[config.mk]
export PLATFORM = sky130hd
export DESIGN_NAME = cfg_word_streamer
export DESIGN_NICKNAME = d
export VERILOG_FILES = /design/src/rtl/cws_pkg.sv /design/src/rtl/cws_seq.sv /design/src/rtl/cws_fetch.sv /design/src/rtl/cws_port.sv /design/src/rtl/cfg_word_streamer.sv
export SDC_FILE = /design/constraint.sdc
export NUM_CORES = 1
export LEC_CHECK = 0
export ABC_AREA = 1
export BUFFER_PORTS_ARGS = -buffer_cell sky130_fd_sc_hd__buf_2
export CORE_MARGIN = 2
export CORE_UTILIZATION = 50
export DETAILED_ROUTE_END_ITERATION = 16
export GPL_TIMING_DRIVEN = 0
export PLACE_DENSITY = 0.71
export SLEW_MARGIN = 5
export SYNTH_ARGS = -nofsm -noshare
export SYNTH_HDL_FRONTEND = slang
export SYNTH_SLANG_ARGS = --single-unit
export TNS_END_PERCENT = 100
[constraint.sdc]
create_clock -name clk -period 4.7 [get_ports clk]
set_input_delay 0.94 -clock clk [delete_from_list [all_inputs] [get_ports clk]]
set_output_delay 0.94 -clock clk [all_outputs]
set_load 0.05 [all_outputs]
[src/rtl/cws_pkg.sv]
package cws_pkg;

    typedef enum logic [2:0] {
        ST_IDLE   = 3'd0,
        ST_PRIME  = 3'd1,
        ST_WAIT   = 3'd2,
        ST_STREAM = 3'd3,
        ST_FLUSH  = 3'd4
    } seq_state_e;

endpackage

[src/rtl/cws_seq.sv]
module cws_seq
    import cws_pkg::*;
#(
    parameter int LEN_W     = 16,
    parameter int WPE       = 4,
    parameter int ENTRY_LOG = 7,
    parameter int FLUSH_CYC = 5
) (
    input  logic                 clk,
    input  logic                 rst_n,
    input  logic                 start_i,
    input  logic                 port_idle_i,
    input  logic [LEN_W-1:0]     blk_bits_i,
    input  logic                 last_i,
    input  logic                 pause_i,
    output logic                 accept_o,
    output logic                 prime_o,
    output logic                 load_first_o,
    output logic                 emit_o,
    output logic [$clog2(WPE)-1:0] sub_o,
    output logic                 prefetch_o,
    output logic                 advance_o,
    output logic                 flush_o,
    output logic                 active_o
);

    localparam int SUB_W = $clog2(WPE);
    localparam int FL_W  = $clog2(FLUSH_CYC + 2);
    localparam logic [SUB_W-1:0] SUB_LAST = SUB_W'(WPE - 1);
    localparam logic [LEN_W-1:0] WPE_L    = LEN_W'(WPE);
    localparam logic [FL_W-1:0]  FL_INIT  = FL_W'(FLUSH_CYC);

    typedef struct packed {
        seq_state_e       state;
        logic [LEN_W-1:0] words;
        logic [SUB_W-1:0] sub;
        logic [FL_W-1:0]  flush;
        logic             last;
    } seq_t;

    seq_t r_q, r_d;
    logic [LEN_W-1:0] entries;

    assign entries  = blk_bits_i >> ENTRY_LOG;
    assign sub_o    = r_q.sub;
    assign active_o = (r_q.state != ST_IDLE);

    always_comb begin
        r_d          = r_q;
        accept_o     = 1'b0;
        prime_o      = 1'b0;
        load_first_o = 1'b0;
        emit_o       = 1'b0;
        prefetch_o   = 1'b0;
        advance_o    = 1'b0;
        flush_o      = 1'b0;
        case (r_q.state)
            ST_IDLE: begin
                if (start_i && port_idle_i && (entries != '0)) begin
                    accept_o  = 1'b1;
                    r_d.state = ST_PRIME;
                    r_d.words = entries * WPE_L;
                    r_d.sub   = '0;
                    r_d.last  = last_i;
                end
            end
            ST_PRIME: begin
                prime_o   = 1'b1;
                r_d.state = ST_WAIT;
            end
            ST_WAIT: begin
                load_first_o = 1'b1;
                r_d.state    = ST_STREAM;
            end
            ST_STREAM: begin
                if (!pause_i) begin
                    emit_o     = 1'b1;
                    prefetch_o = (r_q.sub == '0) && (r_q.words > WPE_L);
                    advance_o  = (r_q.sub == SUB_LAST);
                    r_d.sub    = (r_q.sub == SUB_LAST) ? '0 : r_q.sub + 1'b1;
                    r_d.words  = r_q.words - 1'b1;
                    if (r_q.words == LEN_W'(1)) begin
                        if (r_q.last && (FLUSH_CYC > 0)) begin
                            r_d.state = ST_FLUSH;
                            r_d.flush = FL_INIT;
                        end else begin
                            r_d.state = ST_IDLE;
                        end
                    end
                end
            end
            ST_FLUSH: begin
                flush_o   = 1'b1;
                r_d.flush = r_q.flush - 1'b1;
                if (r_q.flush == FL_W'(1)) begin
                    r_d.state = ST_IDLE;
                end
            end
            default: r_d.state = ST_IDLE;
        endcase
    end

    always_ff @(posedge clk or negedge rst_n) begin
        if (!rst_n) begin
            r_q <= '0;
        end else begin
            r_q <= r_d;
        end
    end

    AST_PAUSE_HOLDS: assert property (@(posedge clk) disable iff (!rst_n)
        (r_q.state == ST_STREAM && pause_i) |=> ($stable(r_q.words) && $stable(r_q.sub)));
    AST_FLUSH_BOUND: assert property (@(posedge clk) disable iff (!rst_n)
        flush_o |-> (r_q.flush != '0 && r_q.flush <= FL_INIT));
    AST_LAST_WORD_FLUSH: assert property (@(posedge clk) disable iff (!rst_n)
        (emit_o && r_q.words == LEN_W'(1) && r_q.last && FLUSH_CYC > 0) |=> flush_o);
    AST_START_IGNORED_BUSY: assert property (@(posedge clk) disable iff (!rst_n)
        (active_o && start_i) |-> !accept_o);

endmodule

[src/rtl/cws_fetch.sv]
module cws_fetch #(
    parameter int ENTRY_W = 128,
    parameter int ADDR_W  = 8
) (
    input  logic               clk,
    input  logic               rst_n,
    input  logic               accept_i,
    input  logic [ADDR_W-1:0]  base_i,
    input  logic               prime_i,
    input  logic               prefetch_i,
    input  logic               load_first_i,
    input  logic               advance_i,
    input  logic [ENTRY_W-1:0] rd_data_i,
    output logic               rd_en_o,
    output logic [ADDR_W-1:0]  rd_addr_o,
    output logic [ENTRY_W-1:0] entry_o
);

    typedef struct packed {
        logic [ADDR_W-1:0]  addr;
        logic               pend;
        logic [ENTRY_W-1:0] entry;
        logic [ENTRY_W-1:0] nxt;
    } fetch_t;

    fetch_t r_q, r_d;

    assign rd_en_o   = prime_i | prefetch_i;
    assign rd_addr_o = r_q.addr;
    assign entry_o   = r_q.entry;

    always_comb begin
        r_d      = r_q;
        r_d.pend = rd_en_o;
        if (accept_i) begin
            r_d.addr = base_i;
        end else if (rd_en_o) begin
            r_d.addr = r_q.addr + 1'b1;
        end
        if (load_first_i) begin
            r_d.entry = rd_data_i;
        end else if (r_q.pend) begin
            r_d.nxt = rd_data_i;
        end
        if (advance_i) begin
            r_d.entry = r_q.nxt;
        end
    end

    always_ff @(posedge clk or negedge rst_n) begin
        if (!rst_n) begin
            r_q <= '0;
        end else begin
            r_q <= r_d;
        end
    end

    AST_READ_SPACED: assert property (@(posedge clk) disable iff (!rst_n)
        rd_en_o |=> !rd_en_o);
    AST_FIRST_LOAD_DUE: assert property (@(posedge clk) disable iff (!rst_n)
        load_first_i |-> r_q.pend);

endmodule

[src/rtl/cws_port.sv]
module cws_port #(
    parameter int ENTRY_W = 128,
    parameter int WORD_W  = 32
) (
    input  logic                 clk,
    input  logic                 rst_n,
    input  logic                 emit_i,
    input  logic [$clog2(ENTRY_W/WORD_W)-1:0] sub_i,
    input  logic [ENTRY_W-1:0]   entry_i,
    input  logic                 flush_i,
    output logic [WORD_W-1:0]    data_o,
    output logic                 wr_n_o,
    output logic                 ce_n_o
);

    localparam int WPE = ENTRY_W / WORD_W;

    typedef struct packed {
        logic [WORD_W-1:0] data;
        logic              wr_n;
        logic              ce_n;
    } port_t;

    port_t r_q, r_d;
    logic [WORD_W-1:0] lanes [WPE];

    for (genvar k = 0; k < WPE; k++) begin : g_lane
        assign lanes[k] = entry_i[ENTRY_W-1-k*WORD_W -: WORD_W];
    end

    always_comb begin
        r_d.data = '0;
        r_d.wr_n = 1'b1;
        r_d.ce_n = 1'b1;
        if (emit_i) begin
            r_d.data = lanes[sub_i];
            r_d.wr_n = 1'b0;
            r_d.ce_n = 1'b0;
        end else if (flush_i) begin
            r_d.ce_n = 1'b0;
        end
    end

    always_ff @(posedge clk or negedge rst_n) begin
        if (!rst_n) begin
            r_q <= '{data: '0, wr_n: 1'b1, ce_n: 1'b1};
        end else begin
            r_q <= r_d;
        end
    end

    assign data_o = r_q.data;
    assign wr_n_o = r_q.wr_n;
    assign ce_n_o = r_q.ce_n;

    AST_EMIT_STROBES: assert property (@(posedge clk) disable iff (!rst_n)
        emit_i |=> (!wr_n_o && !ce_n_o));
    AST_FLUSH_STROBES: assert property (@(posedge clk) disable iff (!rst_n)
        flush_i |=> (wr_n_o && !ce_n_o && data_o == '0));

endmodule

[src/rtl/cfg_word_streamer.sv]
module cfg_word_streamer #(
    parameter int ENTRY_W   = 128,
    parameter int WORD_W    = 32,
    parameter int ADDR_W    = 8,
    parameter int LEN_W     = 16,
    parameter int FLUSH_CYC = 5
) (
    input  logic               clk,
    input  logic               rst_n,
    input  logic               start_i,
    input  logic [LEN_W-1:0]   blk_bits_i,
    input  logic               last_blk_i,
    input  logic [ADDR_W-1:0]  base_addr_i,
    input  logic               pause_i,
    output logic               buf_rd_en_o,
    output logic [ADDR_W-1:0]  buf_rd_addr_o,
    input  logic [ENTRY_W-1:0] buf_rd_data_i,
    output logic [WORD_W-1:0]  port_data_o,
    output logic               port_wr_n_o,
    output logic               port_ce_n_o,
    output logic               busy_o
);

    localparam int WPE       = ENTRY_W / WORD_W;
    localparam int SUB_W     = $clog2(WPE);
    localparam int ENTRY_LOG = $clog2(ENTRY_W);

    logic             accept, prime, load_first, emit, prefetch, advance, flush, active;
    logic [SUB_W-1:0] sub;
    logic [ENTRY_W-1:0] entry;
    logic             port_idle;

    assign port_idle = port_wr_n_o && port_ce_n_o;
    assign busy_o    = active || !port_idle;

    cws_seq #(
        .LEN_W     (LEN_W),
        .WPE       (WPE),
        .ENTRY_LOG (ENTRY_LOG),
        .FLUSH_CYC (FLUSH_CYC)
    ) u_seq (
        .clk          (clk),
        .rst_n        (rst_n),
        .start_i      (start_i),
        .port_idle_i  (port_idle),
        .blk_bits_i   (blk_bits_i),
        .last_i       (last_blk_i),
        .pause_i      (pause_i),
        .accept_o     (accept),
        .prime_o      (prime),
        .load_first_o (load_first),
        .emit_o       (emit),
        .sub_o        (sub),
        .prefetch_o   (prefetch),
        .advance_o    (advance),
        .flush_o      (flush),
        .active_o     (active)
    );

    cws_fetch #(
        .ENTRY_W (ENTRY_W),
        .ADDR_W  (ADDR_W)
    ) u_fetch (
        .clk          (clk),
        .rst_n        (rst_n),
        .accept_i     (accept),
        .base_i       (base_addr_i),
        .prime_i      (prime),
        .prefetch_i   (prefetch),
        .load_first_i (load_first),
        .advance_i    (advance),
        .rd_data_i    (buf_rd_data_i),
        .rd_en_o      (buf_rd_en_o),
        .rd_addr_o    (buf_rd_addr_o),
        .entry_o      (entry)
    );

    cws_port #(
        .ENTRY_W (ENTRY_W),
        .WORD_W  (WORD_W)
    ) u_port (
        .clk     (clk),
        .rst_n   (rst_n),
        .emit_i  (emit),
        .sub_i   (sub),
        .entry_i (entry),
        .flush_i (flush),
        .data_o  (port_data_o),
        .wr_n_o  (port_wr_n_o),
        .ce_n_o  (port_ce_n_o)
    );

    AST_BUSY_ON_START: assert property (@(posedge clk) disable iff (!rst_n)
        (start_i && !busy_o && ((blk_bits_i >> ENTRY_LOG) != '0)) |=> busy_o);
    AST_QUIET_WHEN_FREE: assert property (@(posedge clk) disable iff (!rst_n)
        !busy_o |-> !buf_rd_en_o);

endmodule

==> results.rst, run 1 <==
.. list-table::
   :header-rows: 1

   * - Metric
     - Value
   * - Outcome
     - completed
   * - Number of pins exceeding their max-slew limit in the final report
     - 0
   * - DRC viols
     - 0
   * - Dominant combinational cell family by area after synthesis
     - compound AO/OA/AOI/OAI gates
   * - Initial core utilization
     - 0.5041
   * - Chip Height
     - 178.9 um
   * - Clock tree from TritonCTS
     - done
   * - Crit path top cell by count
     - sky130_fd_sc_hd__inv_1
   * - FMAX
     - 0.2421 GHz
   * - Switching share of power
     - 0.4070
   * - DR pass1 iterations
     - 6
   * - Core Footprint
     - 30350 um^2
   * - Startpoint-to-endpoint class of the critical path
     - reg -> out
   * - Post-cts sizing count
     - 0
   * - Portion of the clock cycle consumed by the worst path in the final layout
     - 0.8788
   * - Worst-path cell chain
     - clkbuf_1, inv_1, buf_1, ha_1, inv_1, nor2_1, nand2_2, nand2_1, buf_2
   * - Compound-cell area share of the yosys netlist
     - 0.2157
   * - Number of buffers on the longest clock path
     - 3
   * - Total nets after synthesis
     - between 1500 and 2000
   * - Area overhead of the layout relative to synthesis
     - 17.83%
   * - HPWL after DPL
     - 29840 um
   * - Total of flip-flops plus latches after synthesis
     - about 320
   * - Delay contributed by the slowest stage of the critical path
     - 0.54 ns
   * - Internal power
     - 7502 uW
   * - Netlist cell types
     - 32
   * - Final setup vio count
     - 0
   * - Largest area contributor in the synthesized netlist
     - sky130_fd_sc_hd__dfrtp_1
   * - Sequential power share
     - 0.373
   * - Hold violation total from the final report
     - 0
   * - Via/cell ratio
     - 5.444
   * - Adder and majority gate portion of the synthesized area
     - 0.006543
   * - Basic-gate share of the synthesized area counting and, or, nand and nor cells
     - 0.1300
   * - Largest fanout on the critical path
     - 10
   * - Unrepaired setup endpoints after global routing
     - no
   * - Fraction of synthesized area in multiplexers
     - 0
   * - Die Footprint
     - 32010 um^2
   * - Commonest cells after routing, fill and taps aside
     - 389 x sky130_fd_sc_hd__nand2_1, 322 x sky130_fd_sc_hd__dfrtp_1, 293 x sky130_fd_sc_hd__inv_1
   * - Nets
     - 2085
   * - Final total negative setup slack
     - 0 ns
   * - Cell family contributing the most delay on the critical path
     - buffers and inverters
   * - Post-synthesis instance area
     - between 15000 and 20000 um^2
   * - Worst skew pair latency
     - 0.53 ns
   * - Pwr per Cell Area
     - 701.8 nW/um^2
   * - Most common library cell in the layout ignoring fill and taps
     - sky130_fd_sc_hd__nand2_1
   * - Clock-pin slew reported for the worst setup and hold paths after clock tree synthesis
     - 0.06 ns
   * - Number of antenna violations at the first check in global routing
     - 1
   * - Number of clock buffers inserted by TritonCTS
     - 36
   * - Worst hold path class
     - in -> async
   * - Xor and xnor area share after synthesis
     - 0.002290
   * - Worst-path cell with the longest stage delay
     - sky130_fd_sc_hd__buf_1
   * - Share of the yosys chip area belonging to registers
     - 0.5301
   * - Average cell area after synthesis
     - 9.068 um^2
   * - Count of routing violations after the opening detailed-route iteration
     - 926
   * - Floorplan die width
     - 178.9 um
   * - Port buffer count
     - 193
   * - Clock H-tree levels
     - 2
   * - Yosys warning total
     - 0
   * - Wirelength per Cell
     - 18.08 um
   * - Critical path launch point type
     - flip-flop
   * - Root Buffer Master
     - sky130_fd_sc_hd__clkbuf_16
   * - Post-synthesis cell count
     - between 1500 and 2000
   * - R2R Path Start
     - u_seq.sub_o[1]
   * - Antenna Nets Post-Route
     - 0
   * - Arrival time of data at the critical path endpoint
     - 3.19 ns
   * - Actual transition at the worst max-transition pin
     - 0.8114 ns
   * - Sum of buffers and inverters on the critical path
     - 5
   * - Depth of the most critical reg-to-reg path
     - 10
   * - Fraction of layout cells with a size suffix above 1
     - 0.2199
   * - Congestion Overflow GR
     - 0
   * - Wire length reported by the detailed router
     - 42360 um
   * - Setup repair bufs after CTS
     - 0
   * - Number of rows in the core area
     - 64
   * - Worst supply voltage drop on vdd
     - roughly 0.00041 V
   * - End of the worst register-to-register path
     - u_fetch.rd_addr_o[5]
   * - Required time at the endpoint of the critical path
     - roughly 3.8 ns
   * - Detailed-route via count
     - 12760
   * - Shortest clock period the worst path allows after layout
     - 4.130 ns
   * - Fraction of synthesized cell area taken by the top area cell type
     - 0.5267
   * - Most area-consuming cells after synthesis
     - sky130_fd_sc_hd__dfrtp_1 53%, sky130_fd_sc_hd__nand2_1 9.5%, sky130_fd_sc_hd__o221ai_2 8.8%, sky130_fd_sc_hd__inv_1 7.2%, sky130_fd_sc_hd__o21ai_0 6.7%
   * - Max-Slew Margin vs Limit
     - 0.4591
   * - Placer's final routability congestion estimate
     - ~0.90
   * - First-pass GRT wire length
     - 66410 um
   * - Clock sink total
     - 324
   * - Switching power
     - 5148 uW
   * - GRT Resource Usage Total
     - 0.2681
   * - Hold bufs inserted after CTS
     - 0
   * - Setup Skew
     - ~0.022 ns
   * - Proportion of power drawn by combinational gates
     - 0.401
   * - # Max-Cap Violations
     - 0
   * - Minimum hold slack
     - 0.4724 ns
   * - Clk pwr share
     - 0.226
   * - Leakage power figure
     - 0.008952 uW
   * - Number of global-route vias before repair
     - ~12000
   * - Boundary pin count
     - around 200
   * - Endpoint kind of the worst setup timing path
     - output pin
   * - Slack of the worst reg-to-reg path
     - 2.13 ns
   * - Maximum number of pins on one net before global-route repair
     - 118
==> state kept, by name (all words and copies together), names as in the netlist <==
signal and flops:
u_fetch.entry_o 128, u_fetch.r_q 129, u_fetch.rd_addr_o 8, u_port.ce_n_o 1
u_port.data_o 32, u_port.wr_n_o 1, u_seq.r_q 23, u_seq.sub_o 2
==> worst max path at each step <==
stage                               from              end  slack (ns)  cells after the start
final                     u_seq.sub_o[1]      buf_rd_en_o        0.57                      9
after global routing      u_seq.sub_o[1]      buf_rd_en_o        0.43                      9
after CTS                 u_seq.sub_o[1]      buf_rd_en_o        0.64                      9
after detailed placement  u_seq.sub_o[1]      buf_rd_en_o        1.19                      9
after global placement             rst_n  u_fetch.r_q[77]       -3.47                      1
after floorplan                  pause_i      buf_rd_en_o        1.98                      5
==> cells in the mapped netlist <==
library cell               instances
sky130_fd_sc_hd__or2_2             1
sky130_fd_sc_hd__nand3_4           1
sky130_fd_sc_hd__o21ai_0         204
sky130_fd_sc_hd__o21ai_2           1
sky130_fd_sc_hd__inv_1           293
sky130_fd_sc_hd__nand4_1          19
sky130_fd_sc_hd__buf_6            13
sky130_fd_sc_hd__a21oi_1         103
sky130_fd_sc_hd__nand2_2           3
sky130_fd_sc_hd__buf_2            33
sky130_fd_sc_hd__nor2_1           48
sky130_fd_sc_hd__and3_1            1
sky130_fd_sc_hd__dfstp_2           2
sky130_fd_sc_hd__nand2_1         389
sky130_fd_sc_hd__inv_2             3
sky130_fd_sc_hd__xor2_1            3
sky130_fd_sc_hd__nand3_2           3
sky130_fd_sc_hd__buf_1             6
sky130_fd_sc_hd__nor2_2            1
sky130_fd_sc_hd__nand3b_1          2
sky130_fd_sc_hd__nand3_1          25
sky130_fd_sc_hd__xnor2_1           1
sky130_fd_sc_hd__o221ai_2         90
sky130_fd_sc_hd__o211ai_1          1
sky130_fd_sc_hd__o21ai_1          11
sky130_fd_sc_hd__o221ai_1         38
sky130_fd_sc_hd__dfrtp_1         322
sky130_fd_sc_hd__clkbuf_1         35
sky130_fd_sc_hd__buf_4            25
sky130_fd_sc_hd__nor3_1            1
sky130_fd_sc_hd__o21bai_1          1
sky130_fd_sc_hd__ha_1              8
==> through the flow <==
stage / instances / worst slack [ns] / utilization / instance area, um^2 / power (uW)
floorplan: 1687 / 1.978 / - / 15300 / 8246
global placement: 2276 / -3.472 / 0.5522 / 16760 / 9552
detailed placement: 2278 / 1.193 / 0.5544 / 16820 / 9759
CTS: 2342 / 0.6363 / 0.5939 / 18020 / 12640
global route: 2342 / 0.4339 / 0.5939 / 18020 / 13450
finish: 2343 / 0.5696 / 0.5940 / 18030 / 12650
==> cell type report <==
cell class                 count  area [um^2]
fill                        2654        12320
sequential                   324         8110
multi-input combinational    955         5424
inverter                     296         1111
clock buffer                  51         1037
timing repair buffer         195         1031
buffer                       112        653.1
tap                          396        495.5
clock inverter                13        161.4
antenna                        1        2.502
==> per-layer routing <==
layer / wire [um] / vias up / global-route usage
met4: 1475 / 0 / 0.09993
met3: 3017 / 92 / 0.04792
li1: - / 5983 / -
met5: 0 / - / 0
met1: 18160 / 6185 / 0.3715
met2: 19700 / 496 / 0.4226
==> power by group through the flow <==
stage | registers [uW] | logic, uW | clock network, uW
floorplan | 4770 | 3480 | 0
global placement | 4680 | 4870 | 0
detailed placement | 4720 | 5040 | 0
CTS | 4700 | 5060 | 2890
global route | 4850 | 5600 | 3000
finish | 4720 | 5070 | 2860
==> cells by family after synthesis <==
group                      Yosys count
and+or+nand+nor                    494
xor gates and xnor gates             4
adders and majority gates            8
DFF                                324
buffers and inverters              408
AOI/OAI and AO/OA                  449
No activity file was read; power rests on OpenSTA's default activity.
==> run 2, diff against run 1 <==
- PLACE_DENSITY: 0.71 -> default
- PLACE_DENSITY_LB_ADDON: default -> 0.25
==> run 2 against run 1 <==
- total power increased by 0.94%
- clock skew increased by 0.0071 ns
- first-iteration DRC count increased by 6.0%
- die area unchanged
- worst setup slack got worse by 0.024 ns
- sequential power about the same
- routed wire length increased by 0.16%
- hold slack got worse by 0.14 ns
- flip-flop and latch count unchanged
- fmax decreased by 0.57%
- critical path depth unchanged
- critical path type unchanged
- largest cell class unchanged
==> results.rst, run 2 (synthesis gave the netlist of run 1 again) <==
.. list-table::
   :header-rows: 1

   * - Metric
     - Value
   * - Portion of the clock cycle consumed by the worst path in the final layout
     - 0.8839
   * - Switching share of power
     - 0.4032
   * - Actual transition at the worst max-transition pin
     - 0.7063 ns
   * - Met2 usage
     - 0.4356
   * - Clk pwr share
     - 0.234
   * - Number of global-route vias before repair
     - 12420
   * - Antenna Nets Post-Route
     - 0
   * - Post-cts sizing count
     - 0
   * - Clock-pin slew reported for the worst setup and hold paths after clock tree synthesis
     - 0.06 ns
   * - Commonest cells after routing, fill and taps aside
     - 389 x sky130_fd_sc_hd__nand2_1, 322 x sky130_fd_sc_hd__dfrtp_1, 293 x sky130_fd_sc_hd__inv_1
   * - Endpoint kind of the worst setup timing path
     - output pin
   * - Required time at the endpoint of the critical path
     - around 3.8 ns
   * - Number of non-filler instances in the completed layout
     - roughly 2300
   * - Nets
     - 2086
   * - Switching power
     - 5149 uW
   * - Outcome
     - completed
   * - Most common library cell in the layout ignoring fill and taps
     - sky130_fd_sc_hd__nand2_1
   * - Layout filler cell count
     - 2673
   * - Leakage power figure
     - roughly 0.0090 uW
   * - Internal power
     - between 7000 and 8000 uW
   * - Placed instance count
     - about 2300
   * - Largest register FFs
     - 129
   * - Maximum number of pins on one net before global-route repair
     - between 100 and 150
   * - Die Footprint
     - approximately 32000 um^2
   * - Worst hold path class
     - in -> async
   * - Setup Skew
     - around 0.029 ns
   * - Worst skew pair latency
     - 0.54 ns
   * - Hold violation total from the final report
     - 0
   * - Hold bufs inserted after CTS
     - 0
   * - Pwr per Cell Area
     - 704.5 nW/um^2
   * - Final standard cell utilization of the core
     - 0.5972
   * - Most flop-heavy register
     - u_fetch.r_q
   * - Shortest clock period the worst path allows after layout
     - 4.154 ns
   * - Critical path launch point type
     - flip-flop
   * - Final setup vio count
     - 0
   * - Number of rows in the core area
     - 64
   * - Largest fanout on the critical path
     - 10
   * - Number of antenna violations at the first check in global routing
     - 0
   * - Area overhead of the layout relative to synthesis
     - 18.48%
   * - Total power
     - 12770 uW
   * - GRT met1 Usage
     - 0.3667
   * - Clock sink total
     - 324
   * - GRT Resource Usage Total
     - 0.2699
   * - Startpoint-to-endpoint class of the critical path
     - reg -> out
   * - Number of buffers on the longest clock path
     - 3
   * - Clock tree from TritonCTS
     - done
   * - Wirelength per Cell
     - between 15 and 20 um
   * - Via/cell ratio
     - 5.432
   * - Global-route layer with the greatest usage
     - met2
   * - Number of inserted diodes
     - 0
   * - DR pass1 iterations
     - 5
   * - FMAX
     - 0.2407 GHz
   * - Global-route track usage on met3
     - 0.04729
   * - Port buffer count
     - 193
   * - Setup repair bufs after CTS
     - 0
   * - HPWL after DPL
     - roughly 30000 um
   * - # Max-Cap Violations
     - 0
   * - Arrival time of data at the critical path endpoint
     - 3.21 ns
   * - Congestion Overflow GR
     - 0
   * - Initial core utilization
     - 0.5041
   * - Floorplan die width
     - 178.9 um
   * - Worst supply voltage drop on vdd
     - 0.0003581 V
   * - Count of routing violations after the opening detailed-route iteration
     - about 980
   * - Clock H-tree levels
     - 2
   * - Core Footprint
     - 30350 um^2
   * - Post-route setup slack
     - 0.5458 ns
   * - Number of pins exceeding their max-slew limit in the final report
     - 0
   * - Proportion of power drawn by combinational gates
     - 0.396
   * - Number of clock buffers inserted by TritonCTS
     - 36
   * - Root Buffer Master
     - sky130_fd_sc_hd__clkbuf_16
   * - Boundary pin count
     - 201
   * - Fraction of layout cells with a size suffix above 1
     - 0.2206
   * - DRC viols
     - 0
   * - Placer's final routability congestion estimate
     - between 0.8 and 0.9
   * - Wire length reported by the detailed router
     - 42430 um
   * - Dpl ws
     - between 1 and 1.5 ns
   * - Sequential power share
     - 0.369
   * - Unrepaired setup endpoints after global routing
     - no
   * - Final total negative setup slack
     - 0 ns
   * - First-pass GRT wire length
     - 66920 um
   * - Max-Slew Margin vs Limit
     - 0.5292
   * - Chip Height
     - 178.9 um
   * - Detailed-route via count
     - 12740
==> run 2: cell type report <==
cell class / instances / area, um^2 / share of cell area
well taps: 396 / 495.5 / 0.02734
plain buffers: 112 / 653.1 / 0.03603
flip-flops and latches: 324 / 8110 / 0.4475
multi-input cells: 955 / 5424 / 0.2993
repair buffers: 196 / 1059 / 0.05840
clock inverters: 12 / 192.7 / 0.01063
clock buffers: 54 / 1080 / 0.05957
inverters: 296 / 1111 / 0.06130
==> run 2: worst paths after layout <==
path                            startpoint                   end  slack (ns)  cells past startpoint
max reg2reg                 u_seq.sub_o[0]  u_fetch.rd_addr_o[3]        2.14                     10
min reg2reg                u_fetch.r_q[80]       u_fetch.r_q[80]        0.48                      2
max                         u_seq.sub_o[0]           buf_rd_en_o        0.55                      9
max in group asynchronous            rst_n      u_fetch.r_q[117]        2.68                      4
min in group clk           u_fetch.r_q[80]       u_fetch.r_q[80]        0.48                      2
min                                  rst_n     u_port.data_o[28]        0.33                      1
==> run 2: power groups by stage <==
stage / Combinational (uW) / Sequential, uW / Clock, uW
after global routing: 5620 / 4850 / 3150
after global placement: 4860 / 4690 / 0
final: 5060 / 4720 / 2990
after floorplan: 3480 / 4770 / 0
after CTS: 5050 / 4700 / 3040
after detailed placement: 5030 / 4720 / 0
==> run 2: per-stage QoR <==
step	hold WS [ns]	instance area [um^2]
6_report	0.3326	18120
5_1_grt	0.3657	18120
4_1_cts	0.3462	18120
3_5_place_dp	0.4712	16850
3_3_place_gp	0.4644	16760
2_1_floorplan	0.4530	15300
==> run 2: per-layer routing <==
metal,part of all wire,wire length [um]
met1,0.43,18170
met2,0.47,19900
met3,0.068,2896
met4,0.035,1464
met5,0,0
==> run 2: critical path, stage by stage, from the launching register on <==
cell and delay, ns:
sky130_fd_sc_hd__dfrtp_1 0.50, sky130_fd_sc_hd__inv_2 0.10, sky130_fd_sc_hd__clkbuf_1 0.43, sky130_fd_sc_hd__clkbuf_1 0.47, sky130_fd_sc_hd__ha_1 0.24, sky130_fd_sc_hd__inv_1 0.05
sky130_fd_sc_hd__nor2_1 0.15, sky130_fd_sc_hd__nand2_2 0.19, sky130_fd_sc_hd__nand2_1 0.25, sky130_fd_sc_hd__buf_2 0.31
